[src/rtl/eic_pkg.sv]
package eic_pkg;
  // Register byte offsets
  localparam int unsigned OFF_TRIG   = 32'h00;
  localparam int unsigned OFF_EPOL   = 32'h04;
  localparam int unsigned OFF_LPOL   = 32'h08;
  localparam int unsigned OFF_UNMASK = 32'h0C;
  localparam int unsigned OFF_MASK   = 32'h10;
  localparam int unsigned OFF_MSTATE = 32'h14;
  localparam int unsigned OFF_CLR    = 32'h18;
  localparam int unsigned OFF_PEND   = 32'h1C;

  typedef struct packed {
    logic trig_level;
    logic edge_rise;
    logic lvl_high;
    logic unmasked;
  } line_cfg_t;
endpackage

[src/rtl/eic_sync.sv]
module eic_sync #(
  parameter int WIDTH  = 8,
  parameter int STAGES = 2
) (
  input  logic             clk,
  input  logic             rst,
  input  logic [WIDTH-1:0] async_in,
  output logic [WIDTH-1:0] sync_out
);
  logic [WIDTH-1:0] chain [STAGES];

  genvar s;
  generate
    for (s = 0; s < STAGES; s++) begin : g_stage
      if (s == 0) begin : g_first
        always_ff @(posedge clk) begin
          if (rst) chain[0] <= '0;
          else     chain[0] <= async_in;
        end
      end else begin : g_next
        always_ff @(posedge clk) begin
          if (rst) chain[s] <= '0;
          else     chain[s] <= chain[s-1];
        end
      end
    end
  endgenerate

  assign sync_out = chain[STAGES-1];
endmodule

[src/rtl/eic_line.sv]
module eic_line
  import eic_pkg::*;
(
  input  logic      clk,
  input  logic      rst,
  input  logic      sync_in,
  input  line_cfg_t cfg,
  input  logic      clr_strobe,
  output logic      pend,
  output logic      req
);
  logic prev_q;
  logic rise, fall, hit, lvl_match, cond;

  always_ff @(posedge clk) begin
    if (rst) prev_q <= 1'b0;
    else     prev_q <= sync_in;
  end

  assign rise      = sync_in & ~prev_q;
  assign fall      = ~sync_in & prev_q;
  assign hit       = ~cfg.trig_level & (cfg.edge_rise ? rise : fall);
  assign lvl_match = ~(sync_in ^ cfg.lvl_high);

  // A fresh edge wins over a simultaneous clear
  always_ff @(posedge clk) begin
    if (rst)        pend <= 1'b0;
    else if (hit)   pend <= 1'b1;
    else if (clr_strobe) pend <= 1'b0;
  end

  assign cond = cfg.trig_level ? lvl_match : pend;

  always_ff @(posedge clk) begin
    if (rst) req <= 1'b0;
    else     req <= cfg.unmasked & cond;
  end
endmodule

[src/rtl/eic_regfile.sv]
module eic_regfile
  import eic_pkg::*;
#(
  parameter int NUM_LINES = 8,
  parameter int DATA_W    = 32,
  parameter int ADDR_W    = 8
) (
  input  logic                 clk,
  input  logic                 rst,
  input  logic [ADDR_W-1:0]    bus_addr,
  input  logic                 bus_we,
  input  logic [DATA_W-1:0]    bus_wdata,
  output logic [DATA_W-1:0]    bus_rdata,
  input  logic [NUM_LINES-1:0] pend_vec,
  output logic [NUM_LINES-1:0] trig_q,
  output logic [NUM_LINES-1:0] epol_q,
  output logic [NUM_LINES-1:0] lpol_q,
  output logic [NUM_LINES-1:0] mask_q,
  output logic [NUM_LINES-1:0] clr_vec
);
  localparam int PAD = DATA_W - NUM_LINES;

  logic [NUM_LINES-1:0] wbits;
  logic sel_trig, sel_epol, sel_lpol, sel_unmask, sel_mask, sel_clr;
  logic [NUM_LINES-1:0] rd_next;

  assign wbits      = bus_wdata[NUM_LINES-1:0];
  assign sel_trig   = bus_we && (bus_addr == OFF_TRIG[ADDR_W-1:0]);
  assign sel_epol   = bus_we && (bus_addr == OFF_EPOL[ADDR_W-1:0]);
  assign sel_lpol   = bus_we && (bus_addr == OFF_LPOL[ADDR_W-1:0]);
  assign sel_unmask = bus_we && (bus_addr == OFF_UNMASK[ADDR_W-1:0]);
  assign sel_mask   = bus_we && (bus_addr == OFF_MASK[ADDR_W-1:0]);
  assign sel_clr    = bus_we && (bus_addr == OFF_CLR[ADDR_W-1:0]);

  assign clr_vec = sel_clr ? wbits : '0;

  always_ff @(posedge clk) begin
    if (rst) begin
      trig_q <= '0;
      epol_q <= '0;
      lpol_q <= '0;
      mask_q <= '0;
    end else begin
      if (sel_trig)   trig_q <= wbits;
      if (sel_epol)   epol_q <= wbits;
      if (sel_lpol)   lpol_q <= wbits;
      if (sel_unmask) mask_q <= mask_q | wbits;
      if (sel_mask)   mask_q <= mask_q & ~wbits;
    end
  end

  always_comb begin
    case (bus_addr)
      OFF_TRIG[ADDR_W-1:0]:   rd_next = trig_q;
      OFF_EPOL[ADDR_W-1:0]:   rd_next = epol_q;
      OFF_LPOL[ADDR_W-1:0]:   rd_next = lpol_q;
      OFF_MSTATE[ADDR_W-1:0]: rd_next = mask_q;
      OFF_PEND[ADDR_W-1:0]:   rd_next = pend_vec;
      default:                rd_next = '0;
    endcase
  end

  generate
    if (PAD > 0) begin : g_pad
      always_ff @(posedge clk) begin
        if (rst) bus_rdata <= '0;
        else     bus_rdata <= {{PAD{1'b0}}, rd_next};
      end
    end else begin : g_nopad
      always_ff @(posedge clk) begin
        if (rst) bus_rdata <= '0;
        else     bus_rdata <= rd_next;
      end
    end
  endgenerate
endmodule

[src/rtl/ext_irq_cond.sv]
module ext_irq_cond
  import eic_pkg::*;
#(
  parameter int NUM_LINES   = 8,
  parameter int DATA_W      = 32,
  parameter int ADDR_W      = 8,
  parameter int SYNC_STAGES = 2
) (
  input  logic                 clk,
  input  logic                 rst,
  input  logic [ADDR_W-1:0]    bus_addr,
  input  logic                 bus_we,
  input  logic [DATA_W-1:0]    bus_wdata,
  output logic [DATA_W-1:0]    bus_rdata,
  input  logic [NUM_LINES-1:0] ext_lines,
  output logic [NUM_LINES-1:0] irq_req
);
  logic [NUM_LINES-1:0] synced;
  logic [NUM_LINES-1:0] trig_q, epol_q, lpol_q, mask_q, clr_vec, pend_vec;

  eic_sync #(.WIDTH(NUM_LINES), .STAGES(SYNC_STAGES)) u_sync (
    .clk(clk), .rst(rst), .async_in(ext_lines), .sync_out(synced)
  );

  eic_regfile #(.NUM_LINES(NUM_LINES), .DATA_W(DATA_W), .ADDR_W(ADDR_W)) u_regs (
    .clk(clk), .rst(rst), .bus_addr(bus_addr), .bus_we(bus_we),
    .bus_wdata(bus_wdata), .bus_rdata(bus_rdata), .pend_vec(pend_vec),
    .trig_q(trig_q), .epol_q(epol_q), .lpol_q(lpol_q), .mask_q(mask_q),
    .clr_vec(clr_vec)
  );

  genvar i;
  generate
    for (i = 0; i < NUM_LINES; i++) begin : g_line
      line_cfg_t cfg;
      assign cfg.trig_level = trig_q[i];
      assign cfg.edge_rise  = epol_q[i];
      assign cfg.lvl_high   = lpol_q[i];
      assign cfg.unmasked   = mask_q[i];
      eic_line u_line (
        .clk(clk), .rst(rst), .sync_in(synced[i]), .cfg(cfg),
        .clr_strobe(clr_vec[i]), .pend(pend_vec[i]), .req(irq_req[i])
      );
    end
  endgenerate
endmodule

[config.mk]
export PLATFORM = sky130hd
export DESIGN_NAME = ext_irq_cond
export DESIGN_NICKNAME = d
export VERILOG_FILES = /design/src/rtl/eic_pkg.sv /design/src/rtl/eic_sync.sv /design/src/rtl/eic_line.sv /design/src/rtl/eic_regfile.sv /design/src/rtl/ext_irq_cond.sv
export SDC_FILE = /design/constraint.sdc
export NUM_CORES = 1
export LEC_CHECK = 0
export BUFFER_PORTS_ARGS = -buffer_cell sky130_fd_sc_hd__buf_2
export CAP_MARGIN = 20
export CELL_PAD_IN_SITES_DETAIL_PLACEMENT = 1
export CELL_PAD_IN_SITES_GLOBAL_PLACEMENT = 2
export CORE_MARGIN = 5
export CORE_UTILIZATION = 35
export DETAILED_ROUTE_END_ITERATION = 8
export PLACE_DENSITY = 0.85
export SYNTH_ARGS = -nofsm -noshare
export SYNTH_HDL_FRONTEND = slang
export SYNTH_SLANG_ARGS = --single-unit
[constraint.sdc]
create_clock -name clk -period 3 [get_ports clk]
set_clock_uncertainty 0.15 [all_clocks]
set_input_delay 0.15 -clock clk [delete_from_list [all_inputs] [get_ports clk]]
set_output_delay 0.15 -clock clk [all_outputs]
set_load 0.01 [all_outputs]
Word-level counts from Yosys, hierarchy flattened
Memory sizes are Yosys's and may differ from the RTL's.
Index checks and enable logic that the tools add are counted.
Word-level totals
  bits in registers: 88
  bits in writable memories: 16
  output and inout port bits: 40
  logic and storage cells: 172
  memories: 1
Memory list
  u_sync.chain: depth 2, width 8, read ports 2, clocked after memory_dff 0, wr ports 2, RTL line eic_sync.sv:10  | logic [WIDTH-1:0] chain [STAGES];
Operators by class
  equality and inequality tests: 7
  muxes and demuxes: 41
  bitwise gates (word level): 77
  reduce and logical (&&, ||, !) cells: 16
Operator list (number)
  two-way mux 8 bit: 5
  case mux 8 bit (5 select lines): 1
  two-way mux 1 bit: 35
  bitwise AND 1 bit: 32
  == test 8 x 5 -> 1 bit, second input constant: 4
  inverter 1 bit: 32
  nonzero test 2 bit: 9
  == test 8 x 4 -> 1 bit, second input constant: 2
  bitwise AND 8 bit: 1
  == test 8 x 3 -> 1 bit, second input constant: 1
  logical NOT 8 bit: 1
  inverter 8 bit: 1
  OR 8 bit: 1
  XOR 1 bit: 8
  logical AND 1 bit: 6
  OR 1 bit: 2

Depth between registers and ports, before layout
  depth in word-level cells: 5
  gate-level depth with buffers: 6
  gate-level depth less buffers: 4

Hierarchy
Synthesis repeated with hierarchy kept, for this count alone.
Second synthesis, totals
  cells, all modules: 344
  area, all modules: 3592.2 um^2
Modules (own cells, without submodules)
  eic_regfile: times used 1, cells each 215, area an instance 2026.9 um^2, seq. area each 800.8 um^2
  eic_line: times used 8, cells each 12, area an instance 137.6 um^2, seq. area each 60.1 um^2
  eic_sync: times used 1, cells each 33, area an instance 464.2 um^2, seq. area each 320.3 um^2

Least setup slack after synthesis
Ideal clock, no wire load.
  kind: input-to-reg
  start: input bus_addr[6]
  end: register u_regs.bus_rdata[6]
  data arrival time: 1134 ps
  path slack: 1655 ps
  stages on the path: 4
  cells stage by stage: nor3_4 -> nand2_2 -> a2111oi_4 -> and3_1
On the way
  cells in the longest elaborated chain, start to end: 2
Ends and longest elaborated chain
  start, declared: RTL line ext_irq_cond.sv:11  | input logic [ADDR_W-1:0] bus_addr,
  == test 8 x 5 -> 1 bit (tied with other cells): RTL line eic_regfile.sv:53  | case (bus_addr)
  case mux 8 bit (5 select lines) (*): RTL line eic_regfile.sv:53
  end signal, assigned: RTL line eic_regfile.sv:67  | else bus_rdata <= {{PAD{1'b0}}, rd_next};
  end, declared: RTL line eic_regfile.sv:13  | output logic [DATA_W-1:0] bus_rdata,
Every way passes the cells marked *; elsewhere a longest branch is shown, timed or not.
A chain may end at the register's enable or synchronous reset.

Final worst setup path
  start: input bus_addr[4]
  end: register g_line[6].u_line.pend
On the way
  cells in the longest elaborated chain, start to end: 4
Ends and longest elaborated chain
  == test 8 x 5 -> 1 bit: RTL line eic_regfile.sv:33  | assign sel_clr = bus_we && (bus_addr == OFF_CLR[ADDR_W-1:0]);
  logical AND 1 bit: RTL line eic_regfile.sv:33
  two-way mux 8 bit: RTL line eic_regfile.sv:35  | assign clr_vec = sel_clr ? wbits : '0;
  nonzero test 2 bit (no source line)
  end signal, assigned: RTL line eic_line.sv:27  | if (rst) pend <= 1'b0;
  end signal, assigned: RTL line eic_line.sv:28  | else if (hit) pend <= 1'b1;
  end signal, assigned: RTL line eic_line.sv:29  | else if (clr_strobe) pend <= 1'b0;
  end, declared: RTL line eic_line.sv:9  | output logic pend,
Every way passes these cells.

==> report_table.html <==
<table>
<tr><th>Metric</th><th>Value</th></tr>
<tr><th colspan="2">Yosys</th></tr>
<tr><td>Fraction of the mapped netlist area in compound gates</td><td>under 10%</td></tr>
<tr><td>Synth Area in Adders</td><td>0%</td></tr>
<tr><td>Register area share after synthesis</td><td>a little under half</td></tr>
<tr><td>Simple-gate portion of the synthesized area</td><td>around a fifth</td></tr>
<tr><td>Synthesized area per cell</td><td>around 10 um2</td></tr>
<tr><td>Most common library cells after synthesis</td><td>dfxtp_1 (80), mux2i_1 (41), nor2_1 (41)</td></tr>
<tr><td>Top area cells in the synthesized netlist</td><td>dfxtp_1 (45%), mux2i_1 (12%), buf_4 (7.6%), nor2b_1 (7.0%), nor2_1 (4.3%)</td></tr>
<tr><td>Multiplexer fraction of the synthesized cell area</td><td>between 10% and 20%</td></tr>
<tr><td>Fraction of registers with async set or reset after synthesis</td><td>0%</td></tr>
<tr><td>Unique masters post-synth</td><td>36</td></tr>
<tr><td>Top-count cell post-synth</td><td>dfxtp_1</td></tr>
<tr><td>Main combinational cell family by area after synthesis</td><td>simple AND/OR/NAND/NOR gates</td></tr>
<tr><td>Post-synthesis sequential element count</td><td>80</td></tr>
<tr><td>Leading area contributor after synthesis</td><td>dfxtp_1</td></tr>
<tr><td>Post-synthesis share of cell area spent on xor and xnor gates</td><td>1.97%</td></tr>
<tr><td>Cells after synthesis</td><td>around 360</td></tr>
<tr><td>Cell area after synthesis</td><td>~3600 um2</td></tr>
<tr><td>Most instantiated flip-flop cell in the synthesis netlist</td><td>dfxtp_1</td></tr>
<tr><td>Yosys warnings</td><td>0</td></tr>
<tr><td>Number of flops mapped to enable cells by yosys</td><td>0</td></tr>
<tr><td>Share of Yosys cell area claimed by the top area cell type</td><td>between 40 and 50%</td></tr>
<tr><th colspan="2">Worst setup path</th></tr>
<tr><td>CP max-delay cell</td><td>nand3_1</td></tr>
<tr><td>Critical path buffers and inverters</td><td>1</td></tr>
<tr><td>Gate family responsible for the most delay along the worst path</td><td>simple AND/OR/NAND/NOR gates</td></tr>
<tr><td>CP required</td><td>approximately 3.1 ns</td></tr>
<tr><td>Critical Path Start Type</td><td>primary input</td></tr>
<tr><td>Arrival @ worst endpoint</td><td>between 1.5 and 2 ns</td></tr>
<tr><td>Maximum cell stage delay along the critical path</td><td>about 0.46 ns</td></tr>
<tr><td>Endpoint type of the worst setup path</td><td>flop</td></tr>
<tr><td>CP max FO</td><td>23</td></tr>
<tr><td>Critical setup path kind</td><td>primary input to flop</td></tr>
<tr><td>Cells along the critical path</td><td>buf_2 -&gt; and2_1 -&gt; nand3_1 -&gt; o21ai_0 -&gt; a21oi_1</td></tr>
<tr><th colspan="2">Timing</th></tr>
<tr><td>Setup repair after global routing missed its margin</td><td>no</td></tr>
<tr><td>Worst Slack Setup Final</td><td>~1.2 ns</td></tr>
<tr><td>Transition time of the tightest slew-check pin</td><td>0.660 ns</td></tr>
<tr><td>Final hold violation count</td><td>0</td></tr>
<tr><td>Relative slew slack</td><td>a little under three fifths</td></tr>
<tr><td>Achievable Freq</td><td>approximately 560 MHz</td></tr>
<tr><td>Minimum period implied by the final worst setup slack</td><td>about 1.8 ns</td></tr>
<tr><td>Min Hold Slack</td><td>0.0781 ns</td></tr>
<tr><td>Total negative slack for setup checks</td><td>0 ns</td></tr>
<tr><td>Share of the clock period used by the worst path after layout</td><td>between 50 and 60%</td></tr>
<tr><td>Number of setup violations in the final report</td><td>0</td></tr>
<tr><td>Final number of max-transition violations</td><td>0</td></tr>
<tr><th colspan="2">Routing</th></tr>
<tr><td>Final WL</td><td>8490 um</td></tr>
<tr><td>Remaining antenna violation count after routing</td><td>0</td></tr>
<tr><td>Post-detailed-route DRC marker count</td><td>0</td></tr>
<tr><td>Iteration count of the initial detailed-routing pass</td><td>4</td></tr>
<tr><td>Detailed-route via count</td><td>approximately 2600</td></tr>
<tr><td>Post-detailed-route via-to-cell ratio</td><td>4.79</td></tr>
<tr><td>Post-detailed-route wirelength per cell</td><td>between 15 and 20 um</td></tr>
<tr><td>Starting DRT DRC Count</td><td>69</td></tr>
<tr><th colspan="2">Place</th></tr>
<tr><td>Number of buffers added on ports</td><td>42</td></tr>
<tr><td>Sum of net half-perimeters after detailed placement</td><td>around 5700 um</td></tr>
<tr><td>Number of cells in the design after placement</td><td>approximately 500</td></tr>
<tr><td>Weighted congestion reported at the end of routability-driven placement</td><td>0.740</td></tr>
<tr><td>Post-placement worst setup slack</td><td>between 0.8 and 0.9 ns</td></tr>
<tr><th colspan="2">Power</th></tr>
<tr><td>Worst VDD drop</td><td>around 0.00018 V</td></tr>
<tr><td>Static leakage power</td><td>1.91 nW</td></tr>
<tr><td>Power per cell area</td><td>roughly 550 nW/um2</td></tr>
<tr><th colspan="2">Floorplanning</th></tr>
<tr><td>Starting utilization of the core area</td><td>between 30% and 40%</td></tr>
<tr><td>Core box area</td><td>between 9000 and 10000 um2</td></tr>
<tr><td>I/O pin count</td><td>91</td></tr>
<tr><td>FP Rows</td><td>36</td></tr>
<tr><td>Die extent in x</td><td>~110 um</td></tr>
<tr><td>Die ar.</td><td>12300 um2</td></tr>
<tr><td>Y dimension of the die</td><td>111 um</td></tr>
<tr><th colspan="2">Clock tree</th></tr>
<tr><td>H-tree depth</td><td>3</td></tr>
<tr><td>Number of clock buffers inserted by TritonCTS</td><td>9</td></tr>
<tr><td>CTS tree</td><td>done</td></tr>
<tr><td>CTS sink cnt</td><td>80</td></tr>
<tr><td>Clock buffer depth</td><td>2</td></tr>
<tr><td>Resized Gates After CTS</td><td>0</td></tr>
<tr><td>Clock slew at reported path FFs</td><td>0.08 ns</td></tr>
<tr><td>Buffer cell driving the clock tree root</td><td>clkbuf_8</td></tr>
<tr><td>Worst-Skew Late Latency</td><td>between 0.3 and 0.4 ns</td></tr>
<tr><th colspan="2">Finish</th></tr>
<tr><td>Non-filler cells in the finished layout</td><td>about 540</td></tr>
<tr><td>Fraction of layout cells with a size suffix above 1</td><td>between 10% and 20%</td></tr>
<tr><td>Area overhead of the layout relative to synthesis</td><td>16.8%</td></tr>
<tr><td>Layout fillers</td><td>1128</td></tr>
<tr><td>Net total in the final layout</td><td>~450</td></tr>
<tr><td>Count of inserted antenna diode cells</td><td>0</td></tr>
<tr><th colspan="2">Global route</th></tr>
<tr><td>Number of global-route vias before repair</td><td>2654</td></tr>
<tr><td>Largest net degree at the start of global routing</td><td>28</td></tr>
<tr><td>Final global-route overflow total</td><td>0</td></tr>
<tr><td>Number of antenna violations at the first check in global routing</td><td>0</td></tr>
<tr><td>Global-route wire length before repair</td><td>between 10000 and 15000 um</td></tr>
<tr><td>Tot GR Track Use</td><td>between 10% and 20%</td></tr>
<tr><th colspan="2">Job</th></tr>
<tr><td>Number of max-cap violations</td><td>0</td></tr>
<tr><th colspan="2">Min path</th></tr>
<tr><td>Path category of the worst min-delay check</td><td>primary input to flop</td></tr>
<tr><th colspan="2">Outcome</th></tr>
<tr><td>Result of the run</td><td>finished clean</td></tr>
</table>
-- layout make-up --
cell class	instances	area [um2]	share of cell area, %
multi-input cells	241	1690	40.6
flip-flops and latches	80	1600	38.6
repair buffers	61	393	9.46
well taps	133	166	4.01
clock buffers	11	141	3.40
clock inverters	5	128	3.07
inverters	10	37.5	0.904
-- metal layers --
metal	track usage, %	vias to the layer above	share of wire [%]
li1	-	1262	-
met1	18.0	1249	46
met2	21.8	64	46
met3	3.00	17	4.2
met4	6.98	0	2.9
met5	0	-	0
-- cell families after synthesis --
logic type / Yosys count
DFF: 80
buffers and inverters: 57
muxes: 48
other: 1
AOI/OAI and AO/OA: 50
xor gates and xnor gates: 8
and+or+nand+nor: 111
-- path summary, 6_finish.rpt --
| kind | from | end | slack (ns) | cells after the start |
|---|---|---|---|---|
| min | rst | u_regs.lpol_q[7] | 0.08 | 2 |
| max reg2reg | u_regs.epol_q[3] | u_regs.bus_rdata[3] | 1.69 | 3 |
| max | bus_addr[4] | g_line[6].u_line.pend | 1.22 | 5 |
| min reg2reg | u_sync.chain[0][0] | u_sync.chain[1][0] | 0.29 | 1 |
-- registers in the layout, summed over array words and instances, names as in the netlist, named ones only --
register	cells
g_line.u_line.pend	8
g_line.u_line.prev_q	8
g_line.u_line.req	8
u_regs.bus_rdata	8
u_regs.epol_q	8
u_regs.lpol_q	8
u_regs.trig_q	8
u_sync.chain	16
-- report_power, final --
part           total (mW)  leakage (nW)  internal, mW  switching, mW
sequential           1.09         0.649          1.08         0.0104
combinational       0.142          1.13        0.0582         0.0837
clock                1.05         0.130         0.660          0.392
total                2.28          1.91          1.80          0.486
-- what timing repair did --
| action | 4_1_cts | 5_1_grt |
|---|---|---|
| buffers inserted | 0 | 0 |
| hold endpoints to repair | 40 | 0 |
| hold buffers | 16 | 0 |
-- metrics by stage --
step | area (um2) | total power [mW] | util [%]
after floorplan | 3640 | 1.21 | -
after global routing | 4150 | 2.36 | 42.3
after CTS | 4150 | 2.31 | 42.3
after detailed placement | 3720 | 1.24 | 37.9
final | 4150 | 2.28 | 42.3
after global placement | 3720 | 1.24 | 37.9
-- placed cells by master, fill, tap and decap left out, types with 2 or more instances in the layout --
master	Yosys	final
a21oi_1	24	24
o211a_1	7	7
nor4b_1	8	8
nor2_1	41	41
mux2_2	7	7
buf_2	3	42
buf_4	36	3
xnor2_1	8	8
and2_1	2	2
dlygate4sd3_1	0	16
clkbuf_8	0	10
a221o_1	7	7
conb_1	1	24
bufinv_16	0	4
dfxtp_1	80	80
o21ai_0	10	10
nor2b_1	40	40
nor4bb_1	8	8
inv_1	8	8
mux2i_1	41	41
No activity file was read; power rests on OpenSTA's default activity.
